==> config.mk <==
export PLATFORM = sky130hd
export DESIGN_NAME = ssc_profile_gen
export DESIGN_NICKNAME = d
export VERILOG_FILES = /design/src/rtl/ssc_prof_pkg.sv /design/src/rtl/ssc_restart_edge.sv /design/src/rtl/ssc_phase_fsm.sv /design/src/rtl/ssc_offset_scale.sv /design/src/rtl/ssc_profile_gen.sv
export SDC_FILE = /design/constraint.sdc
export NUM_CORES = 1
export LEC_CHECK = 0
export CAP_MARGIN = 30
export CORE_MARGIN = 5
export CORE_UTILIZATION = 50
export DETAILED_ROUTE_END_ITERATION = 10
export PLACE_DENSITY = 0.81
export SYNTH_ARGS = -nofsm -noshare
export SYNTH_HDL_FRONTEND = slang
export SYNTH_SLANG_ARGS = --single-unit
==> constraint.sdc <==
create_clock -name clk -period 16.4 [get_ports clk]
set_clock_uncertainty 0.05 [all_clocks]
set_input_delay 2.46 -clock clk [delete_from_list [all_inputs] [get_ports clk]]
set_output_delay 2.46 -clock clk [all_outputs]
set_load 0.03 [all_outputs]
==> src/rtl/ssc_prof_pkg.sv <==
package ssc_prof_pkg;

    typedef enum logic [1:0] {
        PS_IDLE = 2'd0,
        PS_RISE = 2'd1,
        PS_FALL = 2'd2
    } prof_state_e;

endpackage

==> src/rtl/ssc_restart_edge.sv <==
// Synchronizes an asynchronous restart request and emits a one-cycle
// pulse on its rising edge.
module ssc_restart_edge #(
    parameter int SYNC_STAGES = 2
) (
    input  logic clk,
    input  logic rst_n,
    input  logic async_i,
    output logic pulse_o
);
    localparam int LAST = SYNC_STAGES - 1;

    logic [SYNC_STAGES-1:0] sync_q;
    logic                   prev_q;

    for (genvar s = 0; s < SYNC_STAGES; s++) begin : g_stage
        if (s == 0) begin : g_first
            always_ff @(posedge clk or negedge rst_n) begin
                if (!rst_n) sync_q[s] <= 1'b0;
                else        sync_q[s] <= async_i;
            end
        end else begin : g_next
            always_ff @(posedge clk or negedge rst_n) begin
                if (!rst_n) sync_q[s] <= 1'b0;
                else        sync_q[s] <= sync_q[s-1];
            end
        end
    end

    always_ff @(posedge clk or negedge rst_n) begin
        if (!rst_n) prev_q <= 1'b0;
        else        prev_q <= sync_q[LAST];
    end

    assign pulse_o = sync_q[LAST] & ~prev_q;

endmodule

==> src/rtl/ssc_phase_fsm.sv <==
// Triangle phase sequencer: ramps 0..HALF_STEPS-1 up, HALF_STEPS..1 down.
module ssc_phase_fsm
    import ssc_prof_pkg::*;
#(
    parameter int HALF_STEPS = 500,
    parameter int PH_W       = $clog2(HALF_STEPS + 1)
) (
    input  logic            clk,
    input  logic            rst_n,
    input  logic            en_i,
    input  logic            restart_i,
    input  logic            width_sel_i,
    input  logic            center_mode_i,
    output prof_state_e     state_o,
    output logic [PH_W-1:0] phase_o,
    output logic            active_o,
    output logic            wide_o,
    output logic            center_o
);
    localparam logic [PH_W-1:0] LAST_UP  = PH_W'(HALF_STEPS - 1);
    localparam logic [PH_W-1:0] PEAK     = PH_W'(HALF_STEPS);
    localparam logic [PH_W-1:0] LAST_DN  = PH_W'(1);
    localparam logic [PH_W-1:0] PH_ONE   = PH_W'(1);

    prof_state_e     st_q, st_d;
    logic [PH_W-1:0] ph_q, ph_d;
    logic            wide_q, wide_d;
    logic            cen_q, cen_d;
    logic            latch_cfg;

    // next-state and phase logic
    always_comb begin
        st_d      = st_q;
        ph_d      = ph_q;
        latch_cfg = 1'b0;
        if (!en_i) begin
            st_d = PS_IDLE;                    // stop
            ph_d = '0;
        end else if (restart_i) begin
            st_d      = PS_RISE;               // restart
            ph_d      = '0;
            latch_cfg = 1'b1;
        end else begin
            unique case (st_q)
                PS_IDLE: begin
                    st_d      = PS_RISE;       // start
                    ph_d      = '0;
                    latch_cfg = 1'b1;
                end
                PS_RISE: begin
                    if (ph_q == LAST_UP) begin
                        st_d = PS_FALL;        // turn
                        ph_d = PEAK;
                    end else begin
                        ph_d = ph_q + PH_ONE;
                    end
                end
                PS_FALL: begin
                    if (ph_q == LAST_DN) begin
                        st_d      = PS_RISE;   // wrap
                        ph_d      = '0;
                        latch_cfg = 1'b1;
                    end else begin
                        ph_d = ph_q - PH_ONE;
                    end
                end
                default: begin
                    st_d = PS_IDLE;
                    ph_d = '0;
                end
            endcase
        end
        wide_d = latch_cfg ? width_sel_i   : wide_q;
        cen_d  = latch_cfg ? center_mode_i : cen_q;
    end

    // state register
    always_ff @(posedge clk or negedge rst_n) begin
        if (!rst_n) begin
            st_q   <= PS_IDLE;
            ph_q   <= '0;
            wide_q <= 1'b0;
            cen_q  <= 1'b0;
        end else begin
            st_q   <= st_d;
            ph_q   <= ph_d;
            wide_q <= wide_d;
            cen_q  <= cen_d;
        end
    end

    // outputs
    always_comb begin
        state_o  = st_q;
        phase_o  = ph_q;
        active_o = (st_q != PS_IDLE);
        wide_o   = wide_q;
        center_o = cen_q;
    end

endmodule

==> src/rtl/ssc_offset_scale.sv <==
// Maps a triangle phase onto a signed offset in 0.001 % units.
module ssc_offset_scale #(
    parameter int HALF_STEPS = 500,
    parameter int SPAN_LO    = 1250,
    parameter int SPAN_HI    = 3750,
    parameter int OFF_W      = 16,
    parameter int PH_W       = $clog2(HALF_STEPS + 1)
) (
    input  logic                    active_i,
    input  logic [PH_W-1:0]         phase_i,
    input  logic                    wide_i,
    input  logic                    center_i,
    output logic signed [OFF_W-1:0] offset_o
);
    localparam int SPAN_W = $clog2(SPAN_HI + 1);
    localparam int PROD_W = PH_W + SPAN_W;

    logic [SPAN_W-1:0] span;
    logic [PROD_W-1:0] prod;
    logic [PROD_W-1:0] mag;
    logic [OFF_W-1:0]  mag_t;
    logic [OFF_W-1:0]  half_t;

    always_comb begin
        span   = wide_i ? SPAN_W'(SPAN_HI) : SPAN_W'(SPAN_LO);
        prod   = PROD_W'(phase_i) * PROD_W'(span);
        mag    = prod / PROD_W'(HALF_STEPS);
        mag_t  = OFF_W'(mag);
        half_t = OFF_W'(span >> 1);
        if (!active_i)     offset_o = '0;
        else if (center_i) offset_o = $signed(mag_t - half_t);
        else               offset_o = $signed(-mag_t);
    end

endmodule

==> src/rtl/ssc_profile_gen.sv <==
module ssc_profile_gen
    import ssc_prof_pkg::*;
#(
    parameter int HALF_STEPS  = 500,
    parameter int SPAN_LO     = 1250,
    parameter int SPAN_HI     = 3750,
    parameter int OFF_W       = 16,
    parameter int RANGE_W     = 2,
    parameter int SYNC_STAGES = 2
) (
    input  logic                    clk,
    input  logic                    rst_n,
    input  logic                    spread_en_n_i,
    input  logic                    width_sel_i,
    input  logic                    center_mode_i,
    input  logic                    restart_i,
    input  logic [RANGE_W-1:0]      range_sel_i,
    input  logic                    oe_n_i,
    output logic signed [OFF_W-1:0] offset_o,
    output logic signed [OFF_W-1:0] ref_offset_o,
    output logic [RANGE_W-1:0]      range_o,
    output logic                    out_hiz_o
);
    localparam int PH_W = $clog2(HALF_STEPS + 1);

    logic            restart_pulse;
    prof_state_e     prof_state;
    logic [PH_W-1:0] prof_phase;
    logic            prof_active;
    logic            prof_wide;
    logic            prof_center;

    ssc_restart_edge #(.SYNC_STAGES(SYNC_STAGES)) u_edge (
        .clk     (clk),
        .rst_n   (rst_n),
        .async_i (restart_i),
        .pulse_o (restart_pulse)
    );

    ssc_phase_fsm #(.HALF_STEPS(HALF_STEPS), .PH_W(PH_W)) u_fsm (
        .clk           (clk),
        .rst_n         (rst_n),
        .en_i          (~spread_en_n_i),
        .restart_i     (restart_pulse),
        .width_sel_i   (width_sel_i),
        .center_mode_i (center_mode_i),
        .state_o       (prof_state),
        .phase_o       (prof_phase),
        .active_o      (prof_active),
        .wide_o        (prof_wide),
        .center_o      (prof_center)
    );

    ssc_offset_scale #(
        .HALF_STEPS (HALF_STEPS),
        .SPAN_LO    (SPAN_LO),
        .SPAN_HI    (SPAN_HI),
        .OFF_W      (OFF_W),
        .PH_W       (PH_W)
    ) u_scale (
        .active_i (prof_active),
        .phase_i  (prof_phase),
        .wide_i   (prof_wide),
        .center_i (prof_center),
        .offset_o (offset_o)
    );

    // side-band registers handed to the synthesizer
    always_ff @(posedge clk or negedge rst_n) begin
        if (!rst_n) begin
            range_o   <= '0;
            out_hiz_o <= 1'b1;
        end else begin
            range_o   <= range_sel_i;
            out_hiz_o <= oe_n_i;
        end
    end

    assign ref_offset_o = '0;

endmodule

Word level (Yosys, flattened, before mapping):

Index checks and enable logic that the tools add are counted.

* bitwise logic cells: 2
* muxes and demuxes: 17
* multiply operators: 1
* reduce and logical (&&, ||, !) cells: 3
* eq/ne operators: 6
* divide/modulo/power cells: 1
* add/sub/neg operators: 4

Operators by type and width (number)
* 9-bit 2-to-1 mux: 4
* 16-bit 2-to-1 mux: 2
* 21-bit by 9-bit divider with 21-bit output (second input constant): 1
* 9-bit by 12-bit multiplier with 21-bit output: 1
* 9-bit one-hot mux with 2 select lines: 1
* 16-bit negation: 1
* 16-bit by 11-bit subtractor with 16-bit output: 1
* 12-bit 2-to-1 mux: 1
* 9-bit by 1-bit adder with 9-bit output (second input constant): 1
* 9-bit by 1-bit == test with 1-bit output (second input constant): 1
* 9-bit == test (second input constant): 1
* 9-bit by 1-bit subtractor with 9-bit output (second input constant): 1
* 2-bit 2-to-1 mux: 4
* 4-bit by 3-bit inequality test with 1-bit output (second input constant): 2
* 2-bit one-hot mux with 3 select lines: 1
* 1-bit 2-to-1 mux: 3
* 2-bit by 1-bit == test with 1-bit output (second input constant): 1
* 2-bit == test (second input constant): 1
* 2-bit logical NOT: 1
* 1-bit one-hot mux with 2 select lines: 1
* 2-bit AND reduction: 1
* 2-bit nonzero test: 1
* 1-bit bitwise AND: 1
* 1-bit inverter: 1

* output and inout port bits: 35
* flip-flop bits (word level): 19
* bits of input ports: 9
* word-level logic and storage cells: 43

Logic depth before layout (Yosys ltp):

Gate-level depths: netlist of the first run.

* depth in word-level cells: 6
* gate-level depth with buffers: 63
* mapped depth without buffers: 58

By module:

From an unflattened synthesis of the first run, not the netlist that was laid out.

* cells, all modules: 1064
* area total of the unflattened synthesis: 8335.5 sq um

Modules (own cells, without submodules)
* ssc_offset_scale: seq. area each 0.0 sq um, cells an instance 936, instances 1, area an instance 7086.8 sq um
* ssc_phase_fsm: seq. area each 325.3 sq um, cells an instance 103, instances 1, area an instance 955.9 sq um
* ssc_profile_gen: seq. area each 76.3 sq um, cells an instance 21, instances 1, area an instance 203.9 sq um
* ssc_restart_edge: seq. area each 75.1 sq um, cells an instance 4, instances 1, area an instance 88.8 sq um

Worst setup path before layout of the first run:

Ideal clock, no wire load.

* kind: reg-to-output
* start: register u_fsm.wide_q (netlist: u_fsm.wide_o)
* end: output port offset_o[10]
* data required time: 13.890 ns
* data arrival time: 13.919 ns
* setup slack: -0.029 ns
* cell stages (with the launch flop): 55
* buffers on the path: 3
* cells stage by stage: dfrtp_1 clkinv_1 nor2_1 fa_1 fa_1 fa_1 inv_1 fa_1 inv_1 ha_1 buf_2 nand4_1 nor2_1 a211oi_2 xnor2_1 nand3_1 o41a_1 a211oi_2 [19 not listed] o32ai_1 and2b_2 a21oi_4 nand2_1 a31oi_1 o21ai_1 or4_1 nand3_2 and2_1 buf_2 inv_1 fa_1 o31a_1 o21ai_0 and2b_1 o21a_1 o21ai_0 a311oi_1

* longest elaborated chain between the ends: 6
* elaborated cells on any way between the ends: 7
* those cells by class: add/sub (2); mul (1); div (1); mux (3)

Ends and longest elaborated chain
* start, declared: line ssc_phase_fsm.sv:27 `logic wide_q, wide_d;`
* start signal, assigned: line ssc_phase_fsm.sv:87 `wide_q <= wide_d;`
* 12-bit 2-to-1 mux *: line ssc_offset_scale.sv:25 `span = wide_i ? SPAN_W'(SPAN_HI) : SPAN_W'(SPAN_LO);`
* 9-bit by 12-bit multiplier with 21-bit output: line ssc_offset_scale.sv:26 `prod = PROD_W'(phase_i) * PROD_W'(span);`
* 21-bit by 9-bit divider with 21-bit output: line ssc_offset_scale.sv:27 `mag = prod / PROD_W'(HALF_STEPS);`
* 16-bit negation or 16-bit by 11-bit subtractor with 16-bit output (tied branches): line ssc_offset_scale.sv:32, ssc_offset_scale.sv:31
* 16-bit 2-to-1 mux *: line ssc_offset_scale.sv:31 `else if (center_i) offset_o = $signed(mag_t - half_t);`
* 16-bit 2-to-1 mux *: line ssc_offset_scale.sv:30 `if (!active_i) offset_o = '0;`
* end, declared: line ssc_profile_gen.sv:19 `output logic signed [OFF_W-1:0] offset_o,`

Every way passes the cells marked *; elsewhere a longest branch is shown, timed or not.

Final worst setup path of the first run:

* start: register u_fsm.wide_q (netlist: u_fsm.wide_o)
* end: output port offset_o[12]

The elaborated chain is that of the path after synthesis.

==> impl_metrics.py, run 1 <==
metrics = {
    "clocking": {
        "clk_latency_ns": 0.26,
        "cts_root_buffer": "clkbuf_16",
        "cts_hold_buf": 0,
        "cts_tree": "built",
        "htree_levels": 1,
        "cts.sink_count": 19,
        "clk_pin_slew_ns": 0.05,
        "clockBufferDepth": 2,
        "cts_buffers": 3,
    },
    "drt": {
        "antenna_left": 0,
        "first_pass_iters": 6,
        "vias": 8439,
        "vias_per_cell": 6.51,
        "routed_wl_mm": 24.3,
        "post_drt_wl_per_cell_um": 18.7,
        "remaining_drc_errors": 0,
        "drt_iter0_markers": 866,
    },
    "worst_setup_path": {
        "cp-start-kind": "flip-flop",
        "worstPathRequired_ns": 13.89,
        "cp-end-kind": "output pin",
        "worstReg2RegStart": "u_fsm.phase_o[4]",
        "cp.arrival_ns": 13.96,
        "cpLargestDelayFamily": "compound AO/OA/AOI/OAI gates",
        "critPathBufInv": 9,
        "critPathMaxStageDelay_ns": 0.59,
        "crit_start": "u_fsm.wide_o",
        "path_class": "reg -> out",
        "path_depth": 57,
        "cpMaxStageDelayCell": "fa_1",
        "worst_path_most_repeated_cell": "buf_4",
        "timing.critical_path.fanout_max": 6,
        "worstRegToRegCells": 9,
    },
    "run": {
        "maxCapViolCount": 0,
    },
    "grt": {
        "grt_overflow_total": 0,
        "grt_pass1_wl_mm": 35.5,
        "grt_pass1_vias": 7477,
        "antenna_found_initial": 0,
        "grtUsageTotal_pct": 23.2,
        "grt_max_degree": 22,
    },
    "floorplanning": {
        "die_y_um": 131,
        "ioPinCount": 44,
        "rows": 44,
        "core_area_um2": 14500,
        "die-area_um2": 17300,
        "die_x_um": 131,
        "initial_utilization_pct": 51.0,
    },
    "worst_hold_path": {
        "hold_path_depth": 0,
        "hp-class": "reg -> reg",
        "hp-start": "u_edge.sync_q[0]",
    },
    "timing": {
        "hold_viol": 0,
        "rsz0062_at_grt": "yes",
        "final.min_clock_period_ns": 16.47,
        "fmaxAchievable_mhz": 60.7,
        "setup_tns_ns": -0.117,
        "setup_viol": 3,
        "hold_ws_ns": 0.305,
        "period_share_pct": 100,
        "drv_slew": 0,
        "setup_slack_ns": -0.0739,
        "slew_headroom_pct": 23.2,
        "tightest_slew_ns": 1.14,
    },
    "yosys": {
        "synth-main-ff-cell": "dfrtp_1",
        "avgSynthCellArea_um2": 7.55,
        "ys_seq_elements": 19,
        "ys_seq_area_share_pct": 6.46,
        "ys_async_sr_fraction_pct": 100,
        "ys_warn_count": 0,
        "syn-instance-count": 977,
        "synth.distinct_cells": 107,
        "syn_area_um2": 7380,
        "synth_edf_count": 0,
    },
    "final_layout": {
        "syn2layout_area_growth_pct": 31.8,
        "finalNetCount": 1227,
        "layout-drive-gt1-share_pct": 32.3,
        "final_cell_count_no_fill": 1296,
        "antenna_cells": 0,
    },
    "placed_design": {
        "dpl.cell_count": 1229,
        "hpwl_mm": 16.4,
        "routabilityCongestion": 0.959,
        "pre_cts_ws_ns": -0.234,
        "port_buffers": 27,
    },
    "pwr": {
        "ir_drop_mv": 0.0755,
        "total_power_mw": 0.522,
        "p_leak_nw": 4.27,
        "power_density_nw_per_um2": 53.7,
    },
    "run_status": {
        "status": "complete, but fails checks",
        "violations": "negative setup slack",
    },
}
-- logic make-up after synthesis --
kind of cell,count (synthesis),synth area share (%)
and+or+nand+nor,342,23.3
AOI/OAI and AO/OA,295,30.3
buffers and inverters,143,8.43
adders and majority gates,109,22.2
xor gates and xnor gates,47,5.99
muxes,21,3.24
DFF,19,6.46
other,1,0.0508
-- where the power goes --
part           internal (mW)  switching [mW]
Combinational          0.164           0.250
Sequential            0.0504         0.00607
Clock                 0.0327          0.0182
Total                  0.248           0.275
-- layer usage --
layer  vias up  track usage, %  share of wire (%)
met4         0            6.46                3.4
met5         -               0                  0
met3       104            2.14                6.3
met1      4024            31.5                 40
li1       3844               -                  -
met2       467            39.4                 50
-- synthesized netlist by cell type (14+ instances only) --
library cell | number | share of area (%)
a31oi_1 | 16 | 1.4
o21ai_0 | 29 | 2.0
inv_1 | 84 | 4.3
nor2_1 | 93 | 4.7
nor3_1 | 33 | 2.2
buf_4 | 18 | 1.8
and2_1 | 14 | 1.2
a21oi_1 | 54 | 3.7
nand4_1 | 16 | 1.4
dfrtp_1 | 18 | 6.1
fa_1 | 38 | 10
a21o_1 | 17 | 1.7
ha_1 | 67 | 11
a211oi_1 | 18 | 1.8
clkbuf_1 | 25 | 1.3
nand2_1 | 77 | 3.9
nand3_1 | 22 | 1.5
xnor2_1 | 32 | 3.8
-- area by class of cell --
cell class | instances | area [um^2]
flip-flops and latches | 19 | 478
fillers | 1067 | 4760
multi-input cells | 830 | 7260
repair buffers | 169 | 1330
clock buffers | 3 | 75.1
well taps | 184 | 230
inverters | 90 | 344
clock inverters | 1 | 5.00
-- path summary, 6_finish.rpt --
| check | endpoint | slack (ns) |
|---|---|---|
| worst min-delay path | u_edge.sync_q[1] | 0.30 |
| worst max-delay path | offset_o[12] | -0.07 |
| max in group asynchronous | u_fsm.phase_o[5] | 13.09 |
| worst max register to register | u_fsm.state_o[0] | 14.15 |
| worst min register to register | u_edge.sync_q[1] | 0.30 |
| min in group asynchronous | u_fsm.state_o[0] | 2.64 |
-- what timing repair did --
action                                  4_1_cts  5_1_grt
pin swaps                                    20       67
endpoints found under the setup margin        8       14
buffers inserted                             10       52
gates cloned                                  0        1
hold endpoints to repair                      0        0
resized for setup                            55      149
-- flip-flops by register name, summed over array words and instances (netlist names) --
signal,flops
u_fsm.center_o,1
u_fsm.phase_o,9
u_edge.prev_q,1
u_fsm.state_o,2
out_hiz_o,1
u_edge.sync_q,2
range_o,2
u_fsm.wide_o,1
-- metrics by stage --
stage                     utilization [%]  area (um^2)
after floorplan                         -         7440
after global placement               56.7         8210
after detailed placement             56.7         8210
after CTS                            59.6         8630
after global routing                 67.1         9720
final                                67.1         9720
-- cell usage in the layout, fill, tap and decap left out, types with 10 or more instances in the layout --
cell,n
o211ai_1,13
clkdlybuf4s50_1,11
or3_1,11
o21ai_0,16
xnor2_1,24
and2_1,12
nand2_1,68
o21ai_2,10
ha_1,59
fa_1,36
a211oi_1,15
inv_1,79
buf_4,149
nor3_1,30
dfrtp_1,17
nand3_1,18
a21oi_1,43
a31oi_1,12
a21o_1,16
nand4_1,16
conb_1,16
nor2_1,82
o21ai_1,12
Power figures use the tool's default switching activity.
==> inputs of run 2 (changes only) <==
--- a/config.mk
+++ b/config.mk
@@ -6,9 +6,10 @@
 export NUM_CORES = 1
 export LEC_CHECK = 0
 export CAP_MARGIN = 30
-export CORE_MARGIN = 5
+export CORE_MARGIN = 2
 export CORE_UTILIZATION = 50
 export DETAILED_ROUTE_END_ITERATION = 10
+export HOLD_SLACK_MARGIN = 0.06
 export PLACE_DENSITY = 0.81
 export SYNTH_ARGS = -nofsm -noshare
 export SYNTH_HDL_FRONTEND = slang
==> run 2 against run 1 <==
  * The flow now finishes without violations
  * First-iteration DRC count is 3.9% lower
  * Clock-buffer cell count did not move
  * Global-route usage rose by 2.9 points
  * Routed wire length fell by 5.5%
  * Register-to-register slack improved by 0.10 ns
  * Fmax is 2.2% higher
  * Die area is 8.9% lower
  * Via count is 3.5% lower
  * Flip-flop and latch count unchanged
  * Core utilization shrank 2.1 points
  * Hold slack got worse by 0.0034 ns
  * Clock power barely moved
==> impl_metrics.py, run 2 (synthesized netlist as in run 1, its figures left out) <==
metrics = {
    "worst_setup_path": {
        "worstRegToRegCells": 9,
        "r2r_slack_ns": 14.25,
        "cpMaxStageDelayCell": "fa_1",
        "r2r-end": "u_fsm.state_o[0]",
        "cp-start-kind": "flip-flop",
        "cp-end-kind": "output pin",
        "worstPathRequired_ns": 13.89,
        "cp.arrival_ns": 13.62,
        "timing.critical_path.fanout_max": 9,
        "path_class": "reg -> out",
        "worstReg2RegStart": "u_fsm.phase_o[3]",
        "worst_path_most_repeated_cell": "buf_4",
        "critPathMaxStageDelay_ns": 0.51,
    },
    "final_layout": {
        "finalNetCount": 1229,
        "syn2layout_area_growth_pct": 27.7,
        "antenna_cells": 0,
        "largest_register_ffs": 9,
        "layout-drive-gt1-share_pct": 29.6,
        "fin_area_um2": 9420,
        "final_cell_count_no_fill": 1298,
        "fin_util_pct": 65.1,
        "mostFrequentLayoutCell": "buf_4",
        "final_cell_mix": "buf_4 (155), nor2_1 (87), inv_1 (78), nand2_1 (74), ha_1 (60)",
    },
    "clocking": {
        "cts.sink_count": 19,
        "htree_levels": 1,
        "clk_latency_ns": 0.25,
        "cts_root_buffer": "clkbuf_16",
        "cts_hold_buf": 0,
        "clockBufferDepth": 2,
        "cts_buffers": 3,
        "cts_tree": "built",
        "clk_pin_slew_ns": 0.05,
    },
    "timing": {
        "final.min_clock_period_ns": 16.13,
        "period_share_pct": 98.3,
        "fmaxAchievable_mhz": 62.0,
        "setup_viol": 0,
        "hold_viol": 0,
        "hold_ws_ns": 0.301,
        "slew_headroom_pct": 32.5,
        "drv_slew": 0,
        "tightest_slew_ns": 1.01,
    },
    "grt": {
        "grt_max_degree": 22,
        "grtUsageTotal_pct": 26.1,
        "antenna_found_initial": 0,
        "grt_pass1_wl_mm": 35.6,
        "grt_pass1_vias": 7763,
        "grt_overflow_total": 0,
    },
    "drt": {
        "vias_per_cell": 6.28,
        "routed_wl_mm": 23.0,
        "drt_iter0_markers": 832,
        "vias": 8146,
        "post_drt_wl_per_cell_um": 17.7,
        "antenna_left": 0,
        "first_pass_iters": 7,
        "remaining_drc_errors": 0,
    },
    "floorplanning": {
        "die_y_um": 125,
        "initial_utilization_pct": 51.0,
        "die-area_um2": 15700,
        "rows": 44,
        "core_area_um2": 14500,
        "die_x_um": 125,
        "ioPinCount": 44,
    },
    "placed_design": {
        "port_buffers": 27,
        "dpl.cell_count": 1265,
        "hpwl_mm": 16.9,
        "routabilityCongestion": 0.965,
        "place_area_um2": 8490,
    },
    "worst_hold_path": {
        "hp-start": "u_edge.sync_q[0]",
        "hold_path_depth": 0,
        "hold_end": "u_edge.sync_q[1]",
        "hp-class": "reg -> reg",
    },
    "pwr": {
        "p_leak_nw": 4.23,
        "power_density_nw_per_um2": 54.4,
        "total_power_mw": 0.512,
        "ir_drop_mv": 0.0769,
    },
    "run_status": {
        "status": "completed",
    },
    "run": {
        "maxCapViolCount": 0,
    },
}
[run 2: final cells by class]
cell class / instances / area [um^2]
Sequential cell: 19 / 482
Tap cell: 184 / 230
Clock buffer: 3 / 75.1
Timing Repair Buffer: 171 / 1330
Clock inverter: 1 / 5.00
Multi-Input combinational cell: 830 / 6960
Fill cell: 1138 / 5060
Inverter: 90 / 344
[run 2: report_power, final]
group | internal [mW] | total [mW] | switching, mW
clock | 0.0327 | 0.0509 | 0.0182
combinational | 0.163 | 0.404 | 0.241
sequential | 0.0505 | 0.0568 | 0.00632
[run 2: critical path, delay by kind of cell (launching register included)]
| family | cells | cell delay, ns |
|---|---|---|
| simple gates | 14 | 2.61 |
| flops | 1 | 0.44 |
| xor+xnor | 2 | 0.38 |
| fa+ha+maj | 6 | 2.37 |
| mux | 4 | 1.39 |
| buf+inv | 12 | 1.57 |
| compound gates | 20 | 4.57 |
[run 2: how the worst max path moves through the flow]
stage | from | slack (ns) | depth (start not counted) | end
2_1_floorplan | u_fsm.wide_o | 0.03 | 55 | offset_o[14]
3_3_place_gp | u_fsm.wide_o | 0.05 | 57 | offset_o[12]
3_5_place_dp | u_fsm.wide_o | -0.37 | 57 | offset_o[12]
4_1_cts | u_fsm.wide_o | -0.04 | 59 | offset_o[12]
5_1_grt | u_fsm.wide_o | -0.27 | 60 | offset_o[10]
6_report | u_fsm.wide_o | 0.27 | 58 | offset_o[10]
[run 2: stage by stage]
step / setup TNS [ns] / setup slack, ns
2_1_floorplan: 0 / 0.0307
3_3_place_gp: 0 / 0.0527
3_5_place_dp: -0.434 / -0.365
4_1_cts: -0.0391 / -0.0391
5_1_grt: -1.21 / -0.274
6_report: 0 / 0.273
[run 2: what timing repair did]
item / in CTS / in global routing
pin swaps: 4 / 52
buffers inserted: 3 / 26
endpoints found under the hold margin: 0 / 0
cloned: 0 / 0
endpoints found under the setup margin: 5 / 14
gates resized for setup: 22 / 134
[run 2: layer usage]
metal / routed length [um] / global-route usage (%) / part of all wire [%] / vias up
met1: 9690 / 35.1 / 42 / 3853
li1: - / - / - / 3848
met3: 1330 / 2.31 / 5.8 / 66
met4: 622 / 7.19 / 2.7 / 0
met2: 11300 / 44.9 / 49 / 379
met5: 0 / 0 / 0 / -
==> inputs of run 3 (changes only) <==
--- a/config.mk
+++ b/config.mk
@@ -7,10 +7,11 @@
 export LEC_CHECK = 0
 export CAP_MARGIN = 30
 export CORE_MARGIN = 2
-export CORE_UTILIZATION = 50
+export CORE_UTILIZATION = 57
+export CTS_CLUSTER_DIAMETER = 150
 export DETAILED_ROUTE_END_ITERATION = 10
 export HOLD_SLACK_MARGIN = 0.06
-export PLACE_DENSITY = 0.81
+export PLACE_DENSITY = 0.89
 export SYNTH_ARGS = -nofsm -noshare
 export SYNTH_HDL_FRONTEND = slang
 export SYNTH_SLANG_ARGS = --single-unit
==> run 3 against run 2 <==
  * The flow now finishes with violations (negative setup slack)
  * Via count rose by 9.9%
  * First-iteration DRC count grew 61%
  * Combinational power up 4%
  * Fmax decreased by 3.1%
  * Largest cell class unchanged
==> impl_metrics.py, run 3 (synthesized netlist as in run 1, its figures left out) <==
metrics = {
    "worst_setup_path": {
        "cp-start-kind": "flip-flop",
        "worstPathRequired_ns": 13.89,
        "cp-end-kind": "output pin",
        "timing.critical_path.fanout_max": 7,
        "critPathMaxStageDelay_ns": 0.55,
        "worstReg2RegStart": "u_fsm.phase_o[4]",
        "cp.arrival_ns": 14.14,
        "r2r_slack_ns": 14.14,
        "crit_start": "u_fsm.wide_o",
        "cpMaxStageDelayCell": "fa_1",
        "path_class": "reg -> out",
    },
    "drt": {
        "antenna_left": 0,
        "vias_per_cell": 7.06,
        "first_pass_iters": 10,
        "routed_wl_mm": 26.3,
        "drt_iter0_markers": 1339,
        "remaining_drc_errors": 0,
        "vias": 8949,
        "post_drt_wl_per_cell_um": 20.8,
    },
    "clocking": {
        "cts_tree": "built",
        "clk_pin_slew_ns": 0.06,
        "cts_buffers": 3,
        "cts_root_buffer": "clkbuf_16",
        "htree_levels": 1,
        "cts.sink_count": 19,
        "cts_hold_buf": 0,
        "clockBufferDepth": 2,
        "clk_latency_ns": 0.26,
    },
    "pwr": {
        "power_density_nw_per_um2": 55.9,
        "ir_drop_mv": 0.113,
        "p_leak_nw": 4.22,
        "total_power_mw": 0.530,
    },
    "final_layout": {
        "syn2layout_area_growth_pct": 28.6,
        "mostFrequentLayoutCell": "buf_4",
        "layout-drive-gt1-share_pct": 30.0,
        "antenna_cells": 0,
        "largest_register_ffs": 9,
        "finalNetCount": 1210,
        "final_cell_mix": "buf_4 (134), nor2_1 (83), inv_1 (80), nand2_1 (70), ha_1 (59)",
    },
    "placed_design": {
        "routabilityCongestion": 0.969,
        "hpwl_mm": 16.3,
        "port_buffers": 27,
        "pre_cts_ws_ns": -0.339,
    },
    "timing": {
        "tightest_slew_ns": 1.09,
        "hold_viol": 0,
        "final.min_clock_period_ns": 16.65,
        "hold_ws_ns": 0.315,
        "fmaxAchievable_mhz": 60.1,
        "setup_slack_ns": -0.246,
        "drv_slew": 0,
        "slew_headroom_pct": 26.7,
        "setup_viol": 4,
        "period_share_pct": 101,
        "rsz0062_at_grt": "yes",
    },
    "worst_hold_path": {
        "hp-class": "reg -> reg",
        "hp-start": "u_edge.sync_q[0]",
    },
    "floorplanning": {
        "initial_utilization_pct": 58.5,
        "core_area_um2": 12600,
        "ioPinCount": 44,
        "die-area_um2": 13900,
        "die_y_um": 118,
        "die_x_um": 118,
        "rows": 41,
    },
    "grt": {
        "antenna_found_initial": 0,
        "grt_pass1_vias": 7697,
        "grt_overflow_total": 0,
        "grtUsageTotal_pct": 30.1,
        "grt_max_degree": 22,
        "grt_pass1_wl_mm": 35.9,
    },
    "run_status": {
        "status": "complete, but fails checks",
        "violations": "negative setup slack",
    },
    "run": {
        "maxCapViolCount": 0,
    },
}
run 3: cell types whose count changed in the layout (fill, tap and decap cells not counted), moves of 4 or more:
cell / before / now
buf_4: 155 / 134
nand2_1: 74 / 70
nand2_2: 2 / 7
nor2_1: 87 / 83
xnor2_1: 29 / 25
xnor2_2: 4 / 9
run 3: final timing paths:
| path | depth (start not counted) | end |
|---|---|---|
| setup / recovery | 63 | offset_o[12] |
| hold / removal | 0 | u_edge.sync_q[1] |
| setup reg to reg | 9 | u_fsm.state_o[0] |
| hold reg to reg | 0 | u_edge.sync_q[1] |
| max in group asynchronous | 1 | u_fsm.phase_o[5] |
| min in group asynchronous | 1 | range_o[0] |
run 3: layer usage:
layer,up-vias,GRT usage (%),share of wire (%)
met3,224,2.66,9.4
met4,0,11.8,6.4
met5,-,0,0
li1,3799,-,-
met1,4136,39.5,37
met2,790,51.0,47
run 3: stage by stage:
stage / area [um^2] / utilization [%] / setup TNS [ns] / instances
2_1_floorplan: 7440 / - / 0 / 992
3_3_place_gp: 8090 / 64.1 / 0 / 1203
3_5_place_dp: 8090 / 64.1 / -1.03 / 1203
4_1_cts: 8490 / 67.3 / 0 / 1219
5_1_grt: 9490 / 75.2 / -3.86 / 1267
6_report: 9490 / 75.2 / -0.441 / 1267
run 3: final cells by class:
type                            count  area (um^2)
Multi-Input combinational cell    831         7190
Tap cell                          172          215
Inverter                           90          349
Sequential cell                    19          479
Clock buffer                        4         78.8
Timing Repair Buffer              151         1180
Fill cell                         787         3130
run 3: what timing repair did:
item,CTS,global route
pin swaps,19,55
endpoints found under the hold margin,0,0
gates cloned,0,2
resized for setup,52,139
setup endpoints to repair,11,15
buffers inserted,12,45
run 3: power by group:
part	internal, mW	leakage, nW	switching (mW)
Clock	0.0332	0.0382	0.0188
Sequential	0.0504	0.241	0.00608
Combinational	0.163	3.94	0.259
Total	0.247	4.22	0.284
run 3: worst max-delay path, delay by kind of cell, from the launching register on:
kind | cells | cell delay (ns)
buffers and inverters | 14 | 1.63
flip-flops | 1 | 0.42
XOR/XNOR | 2 | 0.45
AO/OA/AOI/OAI | 30 | 6.61
AND/OR/NAND/NOR | 10 | 2.24
multiplexers | 1 | 0.16
adder cells (fa/ha/maj) | 6 | 2.30
